===== src/rtl/rx_ring_writer.sv =====
module rx_ring_writer #(
  parameter logic [7:0] PSTART = 8'h40,
  parameter logic [7:0] PSTOP  = 8'h48
) (
  input  logic        clk,
  input  logic        rst_n,
  input  logic        cfg_wide,
  input  logic        cfg_swap,
  input  logic        rx_valid,
  input  logic [7:0]  rx_data,
  input  logic        rx_end,
  input  logic        rx_ok,
  input  logic [7:0]  rx_status,
  output logic        mem_we,
  output logic [15:0] mem_addr,
  output logic [15:0] mem_wdata,
  output logic [1:0]  mem_be,
  output logic [7:0]  cur_page,
  output logic        rx_done
);

  typedef enum logic [2:0] {RUN, H0, H1, H2, H3} st_t;
  st_t st;

  logic [15:0] ptr, cnt, tot_r;
  logic [7:0]  pend, nxt_r, stat_r;
  logic        half;

  function automatic logic [15:0] adv(input logic [15:0] a, input logic [1:0] n);
    logic [15:0] s;
    s = a + {14'd0, n};
    if (s[15:8] == PSTOP) s[15:8] = PSTART;
    return s;
  endfunction

  function automatic logic [7:0] pg_after(input logic [15:0] f);
    logic [7:0] p;
    p = f[15:8] + {7'd0, |f[7:0]};
    if (p == PSTOP) p = PSTART;
    return p;
  endfunction

  wire        run    = (st == RUN);
  wire        take   = run && rx_valid && !rx_end;
  wire        fin_ok = run && rx_end && rx_ok;
  wire        flush  = fin_ok && cfg_wide && half;
  wire [15:0] free   = flush ? adv(ptr, 2'd2) : ptr;
  wire [15:0] base   = {cur_page, 8'h00};
  wire        last_h = cfg_wide ? (st == H1) : (st == H3);

  always_comb begin
    mem_we    = 1'b0;
    mem_addr  = ptr;
    mem_wdata = 16'h0000;
    mem_be    = 2'b00;
    if (take) begin
      if (!cfg_wide) begin
        mem_we    = 1'b1;
        mem_be    = 2'b01;
        mem_wdata = {8'h00, rx_data};
      end else if (half) begin
        mem_we    = 1'b1;
        mem_be    = 2'b11;
        mem_wdata = cfg_swap ? {pend, rx_data} : {rx_data, pend};
      end
    end else if (flush) begin
      mem_we    = 1'b1;
      mem_be    = cfg_swap ? 2'b10 : 2'b01;
      mem_wdata = cfg_swap ? {pend, 8'h00} : {8'h00, pend};
    end else begin
      case (st)
        H0: begin
          mem_we   = 1'b1;
          mem_addr = base;
          if (cfg_wide) begin
            mem_be    = 2'b11;
            mem_wdata = cfg_swap ? {stat_r, nxt_r} : {nxt_r, stat_r};
          end else begin
            mem_be    = 2'b01;
            mem_wdata = {8'h00, stat_r};
          end
        end
        H1: begin
          mem_we = 1'b1;
          if (cfg_wide) begin
            mem_addr  = base + 16'd2;
            mem_be    = 2'b11;
            mem_wdata = tot_r;
          end else begin
            mem_addr  = base + 16'd1;
            mem_be    = 2'b01;
            mem_wdata = {8'h00, nxt_r};
          end
        end
        H2: begin
          mem_we    = 1'b1;
          mem_addr  = base + 16'd2;
          mem_be    = 2'b01;
          mem_wdata = {8'h00, tot_r[7:0]};
        end
        H3: begin
          mem_we    = 1'b1;
          mem_addr  = base + 16'd3;
          mem_be    = 2'b01;
          mem_wdata = {8'h00, tot_r[15:8]};
        end
        default: ;
      endcase
    end
  end

  always_ff @(posedge clk or negedge rst_n) begin
    if (!rst_n) begin
      st       <= RUN;
      ptr      <= {PSTART, 8'h04};
      cnt      <= 16'd0;
      tot_r    <= 16'd0;
      half     <= 1'b0;
      pend     <= 8'h00;
      nxt_r    <= 8'h00;
      stat_r   <= 8'h00;
      cur_page <= PSTART;
      rx_done  <= 1'b0;
    end else begin
      rx_done <= 1'b0;
      if (run) begin
        if (rx_end) begin
          half <= 1'b0;
          cnt  <= 16'd0;
          if (rx_ok) begin
            nxt_r  <= pg_after(free);
            stat_r <= rx_status;
            tot_r  <= cnt + 16'd4;
            st     <= H0;
          end else begin
            ptr <= {cur_page, 8'h04};
          end
        end else if (rx_valid) begin
          cnt <= cnt + 16'd1;
          if (!cfg_wide) begin
            ptr <= adv(ptr, 2'd1);
          end else if (half) begin
            half <= 1'b0;
            ptr  <= adv(ptr, 2'd2);
          end else begin
            half <= 1'b1;
            pend <= rx_data;
          end
        end
      end else if (last_h) begin
        cur_page <= nxt_r;
        ptr      <= {nxt_r, 8'h04};
        rx_done  <= 1'b1;
        st       <= RUN;
      end else begin
        case (st)
          H0:      st <= H1;
          H1:      st <= H2;
          H2:      st <= H3;
          default: st <= RUN;
        endcase
      end
    end
  end

endmodule


===== config.mk =====
export PLATFORM = sky130hd
export DESIGN_NAME = rx_ring_writer
export DESIGN_NICKNAME = d
export VERILOG_FILES = /design/src/rtl/rx_ring_writer.sv
export SDC_FILE = /design/constraint.sdc
export NUM_CORES = 1
export LEC_CHECK = 0
export ABC_CLOCK_PERIOD_IN_PS = 4100
export BUFFER_PORTS_ARGS = -buffer_cell sky130_fd_sc_hd__buf_2
export CAP_MARGIN = 20
export CELL_PAD_IN_SITES_DETAIL_PLACEMENT = 1
export CELL_PAD_IN_SITES_GLOBAL_PLACEMENT = 1
export CORE_MARGIN = 2
export CORE_UTILIZATION = 45
export CTS_CLUSTER_DIAMETER = 40
export CTS_CLUSTER_SIZE = 16
export DETAILED_ROUTE_END_ITERATION = 6
export HOLD_SLACK_MARGIN = 0.08
export PLACE_DENSITY = 0.77
export REMOVE_ABC_BUFFERS = 1
export SYNTH_ARGS = -nofsm -noshare
export SYNTH_HDL_FRONTEND = slang
export SYNTH_SLANG_ARGS = --single-unit
export TNS_END_PERCENT = 20

===== constraint.sdc =====
create_clock -name clk -period 4.1 [get_ports clk]
set_clock_uncertainty 0.15 [all_clocks]
set_input_delay 0 -clock clk [delete_from_list [all_inputs] [get_ports clk]]
set_output_delay 0 -clock clk [all_outputs]
set_load 0.03 [all_outputs]

* After elaboration in Yosys (flattened, before gate mapping) *
Cells that the tools add are included.

storage, ports and cells
  output and inout bits = 44
  input port bits = 23
  logic and storage cells = 106
  register bits after elaboration = 85

cells by class
  mux-type cells = 51
  $add $sub $neg = 8
  eq/ne operators = 12
  reductions and logical operators = 22
  bitwise gates (word level) = 3

operator list
  kind                                                                    number
  16-bit two-way mux                                                      22
  16-bit case mux with 4 select lines                                     2
  16-bit by 1-bit adder with 16-bit output (second input constant)        3
  16-bit by 2-bit adder with 16-bit output (second input constant)        3
  8-bit by 7-bit equality test with 1-bit output (second input constant)  3
  8-bit two-way mux                                                       3
  16-bit by 3-bit adder with 16-bit output (second input constant)        1
  1-bit two-way mux                                                       12
  2-bit two-way mux                                                       6
  3-bit two-way mux                                                       4
  3-bit case mux with 3 select lines                                      1
  8-bit by 1-bit adder with 8-bit output                                  1
  8-bit OR reduction                                                      1
  3-bit by 2-bit equality test with 1-bit output (second input constant)  2
  1-bit logical AND                                                       6
  3-bit inequality test (second input constant)                           2
  2-bit AND reduction                                                     3
  3-bit AND reduction                                                     2
  2-bit nonzero test                                                      3
  5-bit AND reduction                                                     1
  2-bit inequality test (second input constant)                           2
  4-bit inequality test (second input constant)                           1
  2-bit case mux with 2 select lines                                      1
  4-bit AND reduction                                                     1
  7 further kinds                                                         10

* Longest topological paths before layout *
  depth after elaboration = 10
  gate-level depth with buffers = 15

* Least setup slack after synthesis *
No wires, ideal clock.

  kind = register to register
  from = register ptr[2]
  to = register nxt_r[3]
  buffers on the path = 0
  slack = 1018 ps
  setup time = 142 ps
  required time = 3808 ps
  arrival time = 2790 ps
  cell stages (with the launch flop) = 14
  period minus slack after synthesis = 3082 ps
  path through = dfstp_2 ha_1 nand3_1 or2_2 o22ai_1 nor4_1 o21ai_0 ha_1 ha_1 o21ai_1 o31a_1 a31o_1 a221oi_2 a41oi_1

between the ends
  word-level cells in the longest chain between the ends = 7

RTL lines
  item                                            line  source
  from (decl)                                     25    logic [15:0] ptr, cnt, tot_r;
  from (signal assigned)                          115   ptr <= {PSTART, 8'h04};
  from (signal assigned)                          136   ptr <= {cur_page, 8'h04};
  from (signal assigned)                          141   ptr <= adv(ptr, 2'd1);
  16-bit by 2-bit adder with 16-bit output        31    s = a + {14'd0, n};
  8-bit by 7-bit equality test with 1-bit output  32    if (s[15:8] == PSTOP) s[15:8] = PSTART;
  8-bit two-way mux                               32
  16-bit two-way mux (*)                          47    wire [15:0] free = flush ? adv(ptr, 2'd2) : ptr;
  8-bit by 1-bit adder with 8-bit output (*)      38    p = f[15:8] + {7'd0, |f[7:0]};
  8-bit by 7-bit equality test with 1-bit output  39    if (p == PSTOP) p = PSTART;
  8-bit two-way mux (*)                           39
  to (signal assigned)                            131   nxt_r <= pg_after(free);
  to (decl)                                       26    logic [7:0] pend, nxt_r, stat_r;

Mark *: on every way between the ends. The rest lies on a longest branch, timed or not.
A chain may end at the register's enable or synchronous reset.

* Worst setup path in the final report *
  from = register st[1]
  to = output mem_wdata[1]

between the ends
  word-level cells in the longest chain between the ends = 7

RTL lines
  item                                                                                         line  source
  from (decl)                                                                                  23    st_t st;
  from (signal assigned)                                                                       114   st <= RUN;
  from (signal assigned)                                                                       134   st <= H0;
  from (signal assigned)                                                                       154   st <= RUN;
  parallel branches: the longest is 6 deep, another holds 16-bit case mux with 4 select lines  --
  16-bit two-way mux (*)                                                                       56    if (take) begin
  to (decl)                                                                                    16    output logic [15:0] mem_wdata,

Mark *: on every way between the ends.

==> results.txt <==
----------------------------------------------------
[Run status]
  Run status ... complete, no violations

[Timing]
  Max Transition Viols Final ... 0
  Period minus WS final ... 3.69 ns
  Final setup violation count ... 0
  Unrepaired setup endpoints after global routing ... no
  Worst Tran Pin Value ... 1.13 ns
  Fmax ... roughly 270 MHz
  Worst slew margin relative to its limit ... 24.4%
  Setup total negative slack ... 0 ns
  Number of hold-slack violations in the final timing report ... 0
  Portion of the clock cycle consumed by the worst path in the final layout ... between 90% and 100%

[Critical path]
  Cell repeated most along the worst path ... sky130_fd_sc_hd__nand2_1
  Launch point of the worst reg-to-reg path ... ptr[2]
  Ordered cell list for the critical path ... or3_1, nor2_1, nand2_1, a21oi_1, nand2_1, nand4_1, buf_2
  Critical path data required time ... between 3 and 4 ns
  Crit path max-delay cell type ... sky130_fd_sc_hd__a21oi_1
  Delay of the slowest critical-path stage ... 0.86 ns
  Worst setup EP type ... output port
  Largest fanout on the critical path ... 14
  Worst setup startpoint ... st[1]
  Critical path class ... reg2out
  Critical Path AT ... 3.54 ns
  Kind of start point of the critical path ... flip-flop

[Power]
  Switch share ... 43.7%
  Leakage component of the power ... roughly 2.9 nW
  Post-layout total power ... 3.95 mW
  Register share of total power ... 34.1%
  Internal Dissipation ... 2.22 mW
  Switching power summed over all nets ... 1.72 mW
  Power per unit of standard cell area ... 587 nW/um2
  Proportion of power drawn by the clock network ... 23.3%
  VDD IR max ... 0.000359 V
  Combinational share of power ... 42.6%

[Cells and area]
  Ratio of cells with drive above 1 in the final layout ... 20.2%
  Most frequent cells in the layout ... 104 x sky130_fd_sc_hd__nand2_1, 82 x sky130_fd_sc_hd__dfrtp_1, 78 x sky130_fd_sc_hd__o21ai_0
  Net count of the finished layout ... 764
  Signed area change from the synthesized netlist to the final layout ... 17.5%
  Antenna diodes ... 0
  Most common cell after layout, fill and taps aside ... sky130_fd_sc_hd__nand2_1

[Global route]
  Global-route wire length before repair ... between 30000 and 40000 um
  Number of antenna violations at the first check in global routing ... 0
  Global routing usage summed across all routing layers ... 29.5%
  Global routing met1 resource utilization ... between 30% and 40%
  Layer carrying the most global-route usage ... met2
  Via count of the first global-routing pass ... 5699
  M3 GR Usage ... 3.09%
  GRT met2 Usage ... between 50% and 60%
  Global route total overflow ... 0
  Pin count of the biggest net entering global routing ... 54

[Floorplan]
  Total core area ... 12500 um2
  Num ports ... 67
  Horiz. Die Dim ... 117 um
  Number of cell rows ... between 40 and 50
  Die height ... 117 um
  Initial Utilization ... 45.8%
  Die Area ... 13700 um2

[Place]
  Post-DP HPWL ... between 10000 and 15000 um
  Final GP Congestion ... 0.910
  Number of port buffers ... 66

[Hold path]
  Kind of path behind the tightest hold check ... in2async

[Drt]
  Mean number of vias per cell ... 6.15
  Post-route DRC ... 0
  Vias ... 5602
  Count of antenna-violating nets left after detailed routing ... 0
  Average wire per cell in the routed design ... 21.7 um
  DRT Pass-1 Iters ... 5
  Final wirelength ... 19700 um
  Initial DRC Count ... 431

[Synthesis]
  Multiplexer share of the synthesized area ... 10.1%
  Cell area after synthesis ... 5730 um2
  Synth Register Bits ... 85
  Area share of and/or/nand/nor cells after synthesis ... 22.6%
  Portion of synthesized cell area occupied by the leading cell type ... about 36%
  XOR/XNOR share of the synthesized area ... 5.81%
  Synthesized instance count ... 670
  Number of synthesized flops with an enable pin ... 0
  Complex-gate fraction of the synthesized area ... 19.3%
  Count of different cell masters after synthesis ... 61
  Average footprint of a synthesized cell ... roughly 8.6 um2
  Area leader, netlist ... sky130_fd_sc_hd__dfrtp_1
  Sequential share of the synthesized area ... 37.2%
  Largest cells by area after synthesis ... sky130_fd_sc_hd__dfrtp_1 36%, sky130_fd_sc_hd__mux2_2 7.3%, sky130_fd_sc_hd__o21ai_0 6.9%, sky130_fd_sc_hd__nand2_1 6.8%, sky130_fd_sc_hd__xnor2_1 3.8%
  Share of async-settable or async-resettable flops after synthesis ... between 90% and 100%
  Adder-Cell Fraction of Synth Area ... between 1 and 1.5%
  Dominant combinational cell family by area after synthesis ... simple AND/OR/NAND/NOR gates
  Dominant synthesized flop cell ... sky130_fd_sc_hd__dfrtp_1
  Warning count from the yosys run ... 0

[Clocking]
  Number of buffers on the longest clock path ... 2
  Worst skew pair latency ... 0.35 ns
  Clock tree from TritonCTS ... yes
  Total clock buffers created by CTS ... 9
  Clock transition at the register clock pins on the worst setup and hold paths after CTS ... 0.06 ns
  Total clock sinks ... 85
  Count of H-tree levels built during CTS ... 3
  Post-cts gate resize count ... 0
  Clock tree root driver cell ... sky130_fd_sc_hd__clkbuf_16

[Flow run]
  Number of maximum-capacitance violations ... 0

----------------------------------------------------
==> flip-flops by register name, summed over array words and instances, names as in the netlist <==
| name | cells |
|---|---|
| half | 1 |
| pend | 8 |
| nxt_r | 8 |
| ptr | 16 |
| st | 3 |
| tot_r | 16 |
| stat_r | 8 |
| cnt | 16 |
| cur_page | 8 |
| rx_done | 1 |
==> Yosys cell counts (all sizes together) (4+ instances only) <==
| library cell | number |
|---|---|
| nand2 | 104 |
| dfrtp | 82 |
| o21ai | 82 |
| nor2 | 41 |
| mux2 | 37 |
| clkbuf | 35 |
| nand3 | 26 |
| a21oi | 25 |
| xnor2 | 25 |
| nand4 | 19 |
| mux2i | 16 |
| and3 | 15 |
| nor3 | 13 |
| xor2 | 13 |
| buf | 12 |
| nor2b | 10 |
| a221o | 8 |
| a222oi | 8 |
| nor4 | 7 |
| o31ai | 7 |
| ha | 6 |
| a31oi | 5 |
| inv | 5 |
| nand2b | 5 |
| o31a | 5 |
| or2 | 5 |
| a211oi | 4 |
| a21o | 4 |
| a41oi | 4 |
| and2 | 4 |
| nand3b | 4 |
==> per-layer routing <==
metal	vias to the layer above	routed length, um
met4	0	593
li1	2568	-
met1	2820	8360
met5	-	0
met3	44	781
met2	170	10000
==> worst paths after layout <==
kind / cells after the start / slack, ns / to
worst max register to register: 13 / 0.43 / nxt_r[3]
min in group clk: 3 / 0.26 / stat_r[3]
worst min register to register: 2 / 0.36 / tot_r[4]
max in group asynchronous: 3 / 2.71 / half
worst max-delay path: 7 / 0.41 / mem_wdata[1]
worst min-delay path: 2 / 0.11 / ptr[6]
==> power groups by stage <==
| stage | combinational (mW) | clock (mW) | sequential, mW |
|---|---|---|---|
| after floorplan | 1.08 | 0 | 1.29 |
| after detailed placement | 1.64 | 0 | 1.35 |
| final | 1.68 | 0.921 | 1.35 |
| after global routing | 1.82 | 0.968 | 1.37 |
| after CTS | 1.67 | 0.934 | 1.33 |
| after global placement | 1.61 | 0 | 1.33 |
==> stage by stage <==
stage | cell area, um2 | setup WS, ns | hold slack [ns] | util, % | cells
4_1_cts | 6730 | 0.487 | 0.134 | 53.7 | 910
3_5_place_dp | 6190 | 0.518 | -0.0362 | 49.5 | 874
6_report | 6730 | 0.408 | 0.109 | 53.8 | 911
5_1_grt | 6730 | 0.191 | 0.176 | 53.8 | 911
3_3_place_gp | 6180 | 0.667 | -0.0487 | 49.4 | 873
2_1_floorplan | 5540 | 0.273 | -0.446 | - | 623
==> cells by family (layout without fill, tap and decap cells) <==
family / Yosys count / after routing
AND/OR/NAND/NOR: 262 / 262
multiplexers: 53 / 53
buffers and inverters: 52 / 121
AO/OA/AOI/OAI: 174 / 174
flip-flops: 85 / 85
adder cells (fa/ha/maj): 6 / 6
XOR/XNOR: 38 / 38
==> repair_timing <==
action	in CTS	in global routing
setup endpoints to repair	0	0
hold buffers	21	0
setup buffers	0	0
hold endpoints to repair	77	0
==> area by class of cell <==
cell class	count	area, um2
repair buffers	101	646
flip-flops and latches	85	2130
fillers	1527	5780
clock inverters	3	68.8
inverters	5	18.8
well taps	172	215
clock buffers	12	256
multi-input cells	533	3400
==> critical path: cells and delay by family (launching register included) <==
kind	cells	cell delay [ns]
simple gates	5	1.61
flops	1	0.51
compound gates	1	0.86
buf+inv	1	0.22
Note: power is estimated with default switching activity, not from simulation.
